==> config.mk <==
export PLATFORM = sky130hd
export DESIGN_NAME = dslot_seq
export DESIGN_NICKNAME = d
export VERILOG_FILES = /design/src/rtl/dslot_pkg.sv /design/src/rtl/dslot_cond.sv /design/src/rtl/dslot_stack.sv /design/src/rtl/dslot_disp.sv /design/src/rtl/dslot_seq.sv
export SDC_FILE = /design/constraint.sdc
export NUM_CORES = 1
export LEC_CHECK = 0
export CORE_MARGIN = 2
export CORE_UTILIZATION = 60
export DETAILED_ROUTE_END_ITERATION = 6
export DONT_BUFFER_PORTS = 1
export PLACE_DENSITY = 0.79
export RECOVER_POWER = 100
export SLEW_MARGIN = 0
export SYNTH_ARGS = -nofsm -noshare
export SYNTH_HDL_FRONTEND = slang
export SYNTH_HIERARCHICAL = 1
export SYNTH_SLANG_ARGS = --single-unit
==> constraint.sdc <==
create_clock -name clk_i -period 6.24 [get_ports clk_i]
set_clock_uncertainty 0.2 [all_clocks]
set_input_delay 0.624 -clock clk_i [delete_from_list [all_inputs] [get_ports clk_i]]
set_output_delay 0.624 -clock clk_i [all_outputs]
set_load 0.02 [all_outputs]
==> src/rtl/dslot_pkg.sv <==
package dslot_pkg;
  localparam int OP_W = 4;
  localparam int ID_W = 7;
  localparam int HDR_W = 32;

  typedef enum logic [OP_W-1:0] {
    OP_ALU    = 4'd0,
    OP_BNE_IM = 4'd1,
    OP_BEQ_IM = 4'd2,
    OP_BCLR   = 4'd3,
    OP_BSET   = 4'd4,
    OP_CALL   = 4'd5,
    OP_RET    = 4'd6,
    OP_BLINK  = 4'd7,
    OP_RETLR  = 4'd8,
    OP_JREG   = 4'd9,
    OP_WAIT   = 4'd10
  } op_e;
endpackage

==> src/rtl/dslot_cond.sv <==
module dslot_cond
  import dslot_pkg::*;
#(
  parameter int PC_W   = 12,
  parameter int DATA_W = 32,
  localparam int BS_W  = $clog2(DATA_W)
) (
  input  op_e              op_i,
  input  logic [DATA_W-1:0] src_i,
  input  logic [DATA_W-1:0] imm_i,
  input  logic [BS_W-1:0]  bit_sel_i,
  input  logic [PC_W-1:0]  pc_i,
  input  logic [PC_W-1:0]  offset_i,
  input  logic [PC_W-1:0]  literal_i,
  input  logic [PC_W-1:0]  gpr_i,
  input  logic [PC_W-1:0]  lr_i,
  input  logic [PC_W-1:0]  stk_top_i,
  input  logic             stk_empty_i,
  output logic             taken_o,
  output logic [PC_W-1:0]  tgt_o
);
  logic [PC_W-1:0] rel_tgt;
  logic            sel_bit;

  assign rel_tgt = pc_i + offset_i;
  assign sel_bit = src_i[bit_sel_i];

  always_comb begin
    taken_o = 1'b0;
    tgt_o   = rel_tgt;
    unique case (op_i)
      OP_BNE_IM: taken_o = (src_i != imm_i);
      OP_BEQ_IM: taken_o = (src_i == imm_i);
      OP_BCLR:   taken_o = ~sel_bit;
      OP_BSET:   taken_o = sel_bit;
      OP_CALL:   begin taken_o = 1'b1;         tgt_o = literal_i; end
      OP_RET:    begin taken_o = ~stk_empty_i; tgt_o = stk_top_i; end
      OP_BLINK:  begin taken_o = 1'b1;         tgt_o = literal_i; end
      OP_RETLR:  begin taken_o = 1'b1;         tgt_o = lr_i;      end
      OP_JREG:   begin taken_o = 1'b1;         tgt_o = gpr_i;     end
      default:   taken_o = 1'b0;
    endcase
  end
endmodule

==> src/rtl/dslot_stack.sv <==
module dslot_stack #(
  parameter int PC_W  = 12,
  parameter int DEPTH = 4,
  localparam int SP_W = $clog2(DEPTH + 1)
) (
  input  logic            clk_i,
  input  logic            rst_ni,
  input  logic            push_i,
  input  logic            pop_i,
  input  logic [PC_W-1:0] push_data_i,
  output logic [PC_W-1:0] top_o,
  output logic [SP_W-1:0] sp_o,
  output logic            full_o,
  output logic            empty_o
);
  logic [PC_W-1:0] ent_q [DEPTH];
  logic [SP_W-1:0] sp_q;

  for (genvar g = 0; g < DEPTH; g++) begin : g_ent
    always_ff @(posedge clk_i or negedge rst_ni) begin
      if (!rst_ni)                              ent_q[g] <= '0;
      else if (push_i && sp_q == SP_W'(g))      ent_q[g] <= push_data_i;
    end
  end

  always_ff @(posedge clk_i or negedge rst_ni) begin
    if (!rst_ni)      sp_q <= '0;
    else if (push_i)  sp_q <= sp_q + SP_W'(1);
    else if (pop_i)   sp_q <= sp_q - SP_W'(1);
  end

  always_comb begin
    top_o = '0;
    for (int i = 0; i < DEPTH; i++)
      if (sp_q == SP_W'(i + 1)) top_o = ent_q[i];
  end

  assign sp_o    = sp_q;
  assign full_o  = (sp_q == SP_W'(DEPTH));
  assign empty_o = (sp_q == '0);

  // depth never exceeds capacity
  a_r4_sp_bound: assert property (@(posedge clk_i) disable iff (!rst_ni)
    sp_q <= SP_W'(DEPTH));
  // caller never pushes into a full stack
  a_r11_no_push_full: assert property (@(posedge clk_i) disable iff (!rst_ni)
    full_o |-> !push_i);
  // caller never pops an empty stack
  a_r11_no_pop_empty: assert property (@(posedge clk_i) disable iff (!rst_ni)
    empty_o |-> !pop_i);
endmodule

==> src/rtl/dslot_disp.sv <==
module dslot_disp
  import dslot_pkg::*;
#(
  parameter int REM_W = 14,
  parameter logic [ID_W-1:0] PKT4_ID = 7'h10
) (
  input  logic [HDR_W-1:0] hdr_i,
  output logic             is4_o,
  output logic             is7_o,
  output logic [ID_W-1:0]  id_o,
  output logic [REM_W-1:0] count_o,
  output logic [HDR_W-1:0] r1_clean_o
);
  assign is4_o      = (hdr_i[31:28] == 4'h4);
  assign is7_o      = (hdr_i[31:28] == 4'h7);
  assign id_o       = is4_o ? PKT4_ID : hdr_i[22:16];
  assign count_o    = is4_o ? REM_W'(hdr_i[6:0]) : REM_W'(hdr_i[13:0]);
  assign r1_clean_o = {4'h0, hdr_i[27:0]};
endmodule

==> src/rtl/dslot_seq.sv <==
module dslot_seq
  import dslot_pkg::*;
#(
  parameter int PC_W   = 12,
  parameter int DATA_W = 32,
  parameter int DEPTH  = 4,
  parameter int REM_W  = 14,
  parameter logic [6:0] PKT4_ID = 7'h10,
  localparam int BS_W  = $clog2(DATA_W),
  localparam int SP_W  = $clog2(DEPTH + 1)
) (
  input  logic              clk_i,
  input  logic              rst_ni,
  input  logic              step_i,
  input  logic [3:0]        op_i,
  input  logic              rep_i,
  input  logic [4:0]        word_hi_i,
  input  logic [DATA_W-1:0] src_i,
  input  logic [DATA_W-1:0] imm_i,
  input  logic [BS_W-1:0]   bit_sel_i,
  input  logic [PC_W-1:0]   offset_i,
  input  logic [PC_W-1:0]   literal_i,
  input  logic [PC_W-1:0]   gpr_i,
  input  logic [PC_W-1:0]   lr_i,
  input  logic [31:0]       hdr_i,
  input  logic [PC_W-1:0]   jt_data_i,
  output logic [PC_W-1:0]   pc_o,
  output logic [REM_W-1:0]  rem_o,
  output logic [SP_W-1:0]   sp_o,
  output logic              exec_o,
  output logic              lr_we_o,
  output logic [PC_W-1:0]   lr_wdata_o,
  output logic              r1_we_o,
  output logic [31:0]       r1_wdata_o,
  output logic [6:0]        jt_addr_o,
  output logic              err_ovf_o,
  output logic              err_udf_o,
  output logic              bad_pkt_o
);
  logic [PC_W-1:0]  pc_q, pend_t_q, pc_plus2, tgt, stk_top;
  logic [REM_W-1:0] rem_q, disp_count;
  logic             pend_v_q, wait_q;
  logic             is_nop, rep_eff, rem_zero, hold, advance, taken;
  logic             stk_full, stk_empty, push, pop;
  logic             disp, disp_ok, is4, is7;
  logic [SP_W-1:0]  sp;
  op_e              op;

  assign is_nop   = (word_hi_i == 5'd0);
  assign op       = is_nop ? OP_ALU : op_e'(op_i);
  assign rep_eff  = rep_i && !is_nop && (op == OP_ALU);
  assign rem_zero = (rem_q == '0);
  // a repeat pass that leaves count nonzero re-issues in place
  assign hold     = step_i && rep_eff && (rem_q > REM_W'(1));
  assign advance  = step_i && !hold;
  assign pc_plus2 = pc_q + PC_W'(2);

  dslot_cond #(.PC_W(PC_W), .DATA_W(DATA_W)) u_cond (
    .op_i(op), .src_i(src_i), .imm_i(imm_i), .bit_sel_i(bit_sel_i),
    .pc_i(pc_q), .offset_i(offset_i), .literal_i(literal_i),
    .gpr_i(gpr_i), .lr_i(lr_i), .stk_top_i(stk_top),
    .stk_empty_i(stk_empty), .taken_o(taken), .tgt_o(tgt)
  );

  assign push = advance && (op == OP_CALL) && !stk_full;
  assign pop  = advance && (op == OP_RET) && !stk_empty;

  dslot_stack #(.PC_W(PC_W), .DEPTH(DEPTH)) u_stack (
    .clk_i(clk_i), .rst_ni(rst_ni), .push_i(push), .pop_i(pop),
    .push_data_i(pc_plus2), .top_o(stk_top), .sp_o(sp),
    .full_o(stk_full), .empty_o(stk_empty)
  );

  dslot_disp #(.REM_W(REM_W), .PKT4_ID(PKT4_ID)) u_disp (
    .hdr_i(hdr_i), .is4_o(is4), .is7_o(is7), .id_o(jt_addr_o),
    .count_o(disp_count), .r1_clean_o(r1_wdata_o)
  );

  assign disp    = advance && wait_q;
  assign disp_ok = disp && (is4 || is7);

  always_ff @(posedge clk_i or negedge rst_ni) begin
    if (!rst_ni) begin
      pc_q     <= '0;
      pend_v_q <= 1'b0;
      pend_t_q <= '0;
      wait_q   <= 1'b0;
    end else if (advance) begin
      pend_v_q <= taken;
      pend_t_q <= tgt;
      wait_q   <= (op == OP_WAIT);
      if (disp_ok)       pc_q <= jt_data_i;
      else if (pend_v_q) pc_q <= pend_t_q;
      else               pc_q <= pc_q + PC_W'(1);
    end
  end

  always_ff @(posedge clk_i or negedge rst_ni) begin
    if (!rst_ni)                                rem_q <= '0;
    else if (disp_ok)                           rem_q <= disp_count;
    else if (step_i && rep_eff && !rem_zero)    rem_q <= rem_q - REM_W'(1);
  end

  assign pc_o       = pc_q;
  assign rem_o      = rem_q;
  assign sp_o       = sp;
  assign exec_o     = step_i && !(rep_eff && rem_zero);
  assign lr_we_o    = advance && (op == OP_BLINK);
  assign lr_wdata_o = pc_plus2;
  assign r1_we_o    = disp && is4;
  assign err_ovf_o  = advance && (op == OP_CALL) && stk_full;
  assign err_udf_o  = advance && (op == OP_RET) && stk_empty;
  assign bad_pkt_o  = disp && !(is4 || is7);

  // a consumed pending target lands in the PC
  a_r3_slot_target: assert property (@(posedge clk_i) disable iff (!rst_ni)
    (advance && pend_v_q && !wait_q) |=> pc_q == $past(pend_t_q));
  // every repeat pass lowers the count by one
  a_r6_rem_dec: assert property (@(posedge clk_i) disable iff (!rst_ni)
    (step_i && rep_eff && !rem_zero && !wait_q) |=> rem_q == $past(rem_q) - REM_W'(1));
  // the stack entry written by a call holds PC+2
  a_r4_push_val: assert property (@(posedge clk_i) disable iff (!rst_ni)
    push |=> stk_top == $past(pc_q) + PC_W'(2));
  // an underflowing return leaves the stack empty
  a_r11_udf_empty: assert property (@(posedge clk_i) disable iff (!rst_ni)
    err_udf_o |=> sp_o == '0);
  // an invalid header leaves the count alone
  a_r10_bad_keeps_rem: assert property (@(posedge clk_i) disable iff (!rst_ni)
    (bad_pkt_o && !rep_eff) |=> $stable(rem_q));
  // header write and error never coincide
  a_r8_excl: assert property (@(posedge clk_i) disable iff (!rst_ni)
    $onehot0({r1_we_o, bad_pkt_o}));
endmodule

==> flow_summary.toml, run 1 <==
[run_status]
status = "complete, but fails checks"
violations = "DRC, capacitance limit, slew limit"

[clocking]
post_cts_buffers = 0
htreeDepth = 3
root_buffer = "clkbuf_16"
clkTransAtPathRegs_ns = 0.06
clk_latency_ns = 0.35
cts.sinks = 91
numCtsBuffers = 9
cts_tree = "built"
cts_buffer_depth = 2

[placement]
gp_congestion = 0.937
place_ws_ns = 2.19
port_buffers = 0
hpwl_mm = 16.3

[sta]
fin_tns_setup_ns = 0
setup_violations = 0
fmax_mhz = 196
grt_setup_unrepaired = "false"
min_period_over_period = 0.816
setup_ws_ns = 1.15
slew_viol_final = 40
tightest_slew_ns = 2.66
finalHoldViolations = 0
relSlewSlack = -0.790
period_needed_ns = 5.09

[drt]
drtAntennaViolNets = 0
wl_mm = 21.5
drt_iter0_drc = 635
wl_per_cell_um = 24.8
firstDrtPassIters = 7
vias = 5939
vias_per_cell = 6.85
drcViolationCount = 1

[global_route]
grt_use_total = 0.327
grt_max_degree = 92
grt_first_pass_wirelength_mm = 32.5
antenna_found_initial = 1
overflow = 0
grt_pass1_vias = 5940

[cells_and_area]
drive_above_1_share = 0.0765
nNetsFinal = 911
fillCellCount = 1066
syn_to_final_growth_pct = -2.13

[floorplan]
core_mm2 = 0.0119
io_pins = 260
die-width_um = 114
initial_utilization = 0.611
rows = 40
die_height_um = 114
die_area_mm2 = 0.0130

[synth]
synth_area_leaders = "dfrtp_1 (31%), mux2_4 (6.4%), xor2_1 (6.4%)"
synth_top_cell_area_share = 0.313
synth-seq-area-share = 0.313
syn_inst = 771
synthDistinctLibCells = 81
synth_top_area_cell = "dfrtp_1"
synth_ff_type = "dfrtp_1"
synthArstFlopShare = 1.00
yosys-top-cells-count = "dfrtp_1 (91), nand2_1 (83), nor2_1 (56)"
synth.most_common_cell = "dfrtp_1"
synth_edf_count = 0
syn_area_mm2 = 0.00727
ys_warn_count = 6
syn_avg_cell_area_um2 = 9.43
yosys_register_bits = 91

[hold_path]
min_path_type = "input port to flip-flop"

[power]
powerDensity_mw_per_mm2 = 381
vdd_drop_max_v = 0.000235
leakage_nw = 3.18

[setup_path]
cp_data_required_time_ns = 6.32
cp-start-kind = "flip-flop"
cp_max_fo = 16
worstSetupEndpointType = "flip-flop"
arrival_ns = 5.17
critPathKind = "flip-flop to flip-flop"

[flow_run]
cap_viol_max_count = 2
flip-flops by register name (all words and copies together), names as in the netlist:
signal / count
u_stack/ent_q: 48
wait_q: 1
rem_o: 14
u_stack/sp_o: 3
pend_t_q: 12
pend_v_q: 1
pc_o: 12
cells in the final DEF (no fill, tap or decap), types with 7 or more instances in the layout:
master	count
nand3_1	11
nand2_1	86
or4_1	7
mux2_2	18
a222oi_1	11
nor4_1	15
a221oi_1	8
a21oi_1	40
inv_1	21
mux2i_1	13
nand4_1	8
nor3_1	14
xor2_1	53
nor2b_1	19
clkbuf_16	9
nor2_1	56
mux2_1	30
dfrtp_1	91
ha_1	22
xnor2_1	12
o21ai_0	35
metal layers:
metal | track usage | vias to the layer above | wire length [µm] | part of all wire
met2 | 0.544 | 368 | 10500 | 0.49
met1 | 0.406 | 2875 | 8230 | 0.38
li1 | - | 2647 | - | -
met3 | 0.103 | 49 | 2220 | 0.10
met5 | 0 | - | 0 | 0
met4 | 0.106 | 0 | 566 | 0.026
area by class of cell:
type                       count  area (µm²)  area share
antenna                        1        2.50    0.000352
clock buffer                  11         243      0.0341
clock inverter                 5        60.1     0.00844
inverter                      21        78.8      0.0111
multi-input combinational    584        4210       0.591
sequential                    91        2280       0.320
tap                          147         184      0.0258
timing repair buffer           7        63.8     0.00897
worst paths after layout:
| check | startpoint | end | slack (ns) | cells after the start |
|---|---|---|---|---|
| max reg2reg | u_stack/sp_o[0] | pend_t_q[11] | 1.15 | 11 |
| min | hdr_i[2] | rem_o[2] | 0.20 | 2 |
| max in group asynchronous | rst_ni | pc_o[10] | 4.80 | 2 |
| min reg2reg | pend_t_q[11] | pend_t_q[11] | 0.28 | 2 |
| min in group asynchronous | rst_ni | u_stack/ent_q[46] | 0.66 | 2 |
| max | u_stack/sp_o[0] | pend_t_q[11] | 1.15 | 11 |
worst max-delay path, cell delays in order, from the launching register on:
cell and delay (ns):
dfrtp_1 0.52, ha_1 0.28, ha_1 0.43, nor4b_1 2.14, a222oi_1 0.32, a21oi_1 0.29
a22oi_1 0.13, o22ai_1 0.31, nor2_1 0.09, o21ai_0 0.14, nand2_1 0.08, nand2_1 0.09
kinds of logic (layout without fill, tap and decap cells):
logic type,Yosys count,after routing,share of synthesized area
simple gates,253,253,0.185
compound gates,169,169,0.164
buf+inv,99,44,0.0829
flops,91,91,0.313
mux,69,69,0.134
xor+xnor,66,66,0.0805
fa+ha+maj,23,23,0.0406
other cells,1,5,0.000516
report_power, final:
group | leakage, nW | internal (mW) | switching [mW]
Clock | 0.146 | 0.323 | 0.242
Sequential | 1.19 | 0.743 | 0.307
Combinational | 1.84 | 0.414 | 0.680
through the flow:
step	utilization	instance area [µm²]	total power, mW	hold slack (ns)	std cells
global placement	0.586	6980	2.14	0.131	848
detailed placement	0.586	6980	2.19	0.131	848
floorplan	-	7280	1.94	0.128	774
finish	0.597	7120	2.71	0.196	867
global route	0.597	7120	2.86	0.185	867
CTS	0.615	7320	2.77	0.171	866
timing repair:
action,4_1_cts,5_1_grt
hold buffers,2,0
resized for setup,0,0
endpoints found under the hold margin,91,0
No activity file was read; power rests on OpenSTA's default activity.
==> inputs of run 2 (changes only) <==
Settings changed: CORE_UTILIZATION 60 to 59, PLACE_DENSITY 0.79 to 0.81.
Clock period 6.24 ns to 4.3 ns, I/O delays scaled along.
==> run 2 against run 1 <==
  * The flow still finishes with violations (DRC, capacitance limit, slew limit)
  * Largest power group unchanged
  * Power grew 44%
  * Sequential power grew 44%
  * Cell area grew 0.84%
==> flow_summary.toml, run 2 (same netlist as run 1, synthesis figures left out) <==
[drt]
wl_per_cell_um = 24.3
drt_iter0_drc = 558
vias = 5927
vias_per_cell = 6.76
drcViolationCount = 19
wl_mm = 21.4
firstDrtPassIters = 7
drtAntennaViolNets = 0

[cells_and_area]
drive_above_1_share = 0.0850
fillCellCount = 1068
mostFrequentLayoutCells = "dfrtp_1 (91), nand2_1 (86), nor2_1 (56)"
syn_to_final_growth_pct = -1.31
fin_cells = 877
nNetsFinal = 921
largest_reg_flops = 48
largest-register = "u_stack/ent_q"
finish.utilization = 0.598
post-route-cell-area_mm2 = 0.00718
layout_commonest_cell = "dfrtp_1"

[floorplan]
die_height_um = 115
io_pins = 260
core_mm2 = 0.0120
initial_utilization = 0.605
die-width_um = 115
die_area_mm2 = 0.0132
rows = 40

[power]
leakage_nw = 3.22
power_mw = 3.89
powerDensity_mw_per_mm2 = 542
vdd_drop_max_v = 0.000311

[placement]
dp_cells = 855
port_buffers = 0
hpwl_mm = 16.3
place_ws_ns = 0.876
postPlaceCellArea_mm2 = 0.00703
gp_congestion = 1.01

[setup_path]
path_buf_inv = 1
cp-start-kind = "flip-flop"
cp_slowest_cell = "clkbuf_1"
slowest_delay_ns = 0.58
cp_top_family = "compound AO/OA/AOI/OAI gates"
arrival_ns = 3.75
critPathKind = "flip-flop to flip-flop"
cp_max_fo = 16
cp_data_required_time_ns = 4.39
cp_cell_sequence = "ha_1 > ha_1 > nor4b_1 > clkbuf_1 > a222oi_1 > a21oi_1 > a22oi_1 > o22ai_1 > nor2_1 > o21ai_0 > nand2_1 > nand2_1"
worstSetupEndpointType = "flip-flop"

[sta]
fin_tns_setup_ns = 0
tightest_slew_ns = 2.25
finalHoldViolations = 0
hold_slack_ns = 0.0142
slew_viol_final = 92
period_needed_ns = 3.66
min_period_over_period = 0.850
setup_ws_ns = 0.644
setup_violations = 0
fmax_mhz = 273
grt_setup_unrepaired = "false"
relSlewSlack = -0.497

[clocking]
htreeDepth = 3
cts_buffer_depth = 2
numCtsBuffers = 9
cts.sinks = 91
ctsResizeCount = 0
root_buffer = "clkbuf_16"
clk_latency_ns = 0.35
clkTransAtPathRegs_ns = 0.07
cts_tree = "built"

[global_route]
grt_pass1_vias = 5885
grt_use_total = 0.322
grt_first_pass_wirelength_mm = 32.6
overflow = 0
antenna_found_initial = 1
grt_max_degree = 92

[run_status]
violations = "DRC, capacitance limit, slew limit"
status = "complete, but fails checks"

[hold_path]
min_path_type = "input port to flip-flop"

[flow_run]
cap_viol_max_count = 1
[run 2: changes by cell type in the layout (fill, tap and decap cells not counted), moves of 3 or more]
cell,change
dlygate4sd3_1,+3
o21ai_1,+4
buf_4,+6
o21ai_0,-4
[run 2: layer usage]
metal / vias to the layer above / global-route usage / share of wire
met4: 0 / 0.107 / 0.024
met5: - / 0 / 0
met1: 2886 / 0.403 / 0.40
met2: 323 / 0.533 / 0.48
li1: 2674 / - / -
met3: 44 / 0.0975 / 0.098
[run 2: cell type report]
| class | count | area [µm²] | area share |
|---|---|---|---|
| diodes | 1 | 2.50 | 0.000349 |
| clock buffers | 12 | 256 | 0.0357 |
| clock inverters | 4 | 31.3 | 0.00436 |
| inverters | 21 | 78.8 | 0.0110 |
| multi-input cells | 584 | 4230 | 0.589 |
| flip-flops and latches | 91 | 2280 | 0.317 |
| well taps | 147 | 184 | 0.0256 |
| repair buffers | 17 | 120 | 0.0167 |
[run 2: worst paths after layout]
path	cells past startpoint	startpoint	slack (ns)	to
max	12	u_stack/sp_o[0]	0.64	pend_t_q[11]
min in group asynchronous	2	rst_ni	1.09	u_stack/ent_q[22]
min	2	hdr_i[6]	0.01	rem_o[6]
min reg2reg	2	pend_t_q[4]	0.28	pend_t_q[4]
max in group asynchronous	2	rst_ni	1.49	pend_t_q[9]
max reg2reg	12	u_stack/sp_o[0]	0.64	pend_t_q[11]
[run 2: repair_timing]
item	CTS	global route
endpoints found under the hold margin	94	0
buffers inserted	0	0
hold buffers	5	0
[run 2: report_power, final]
part	switching (mW)	internal [mW]	total [mW]
logic	0.988	0.611	1.60
registers	0.431	1.08	1.51
clock network	0.353	0.428	0.781
[run 2: worst register-to-register path: cells and delay by family, from the launching register on]
| family | cells | cell delay [ns] |
|---|---|---|
| AO/OA/AOI/OAI | 5 | 0.88 |
| buffers and inverters | 1 | 0.58 |
| flip-flops | 1 | 0.52 |
| adder cells (fa/ha/maj) | 2 | 0.70 |
| AND/OR/NAND/NOR | 4 | 0.72 |
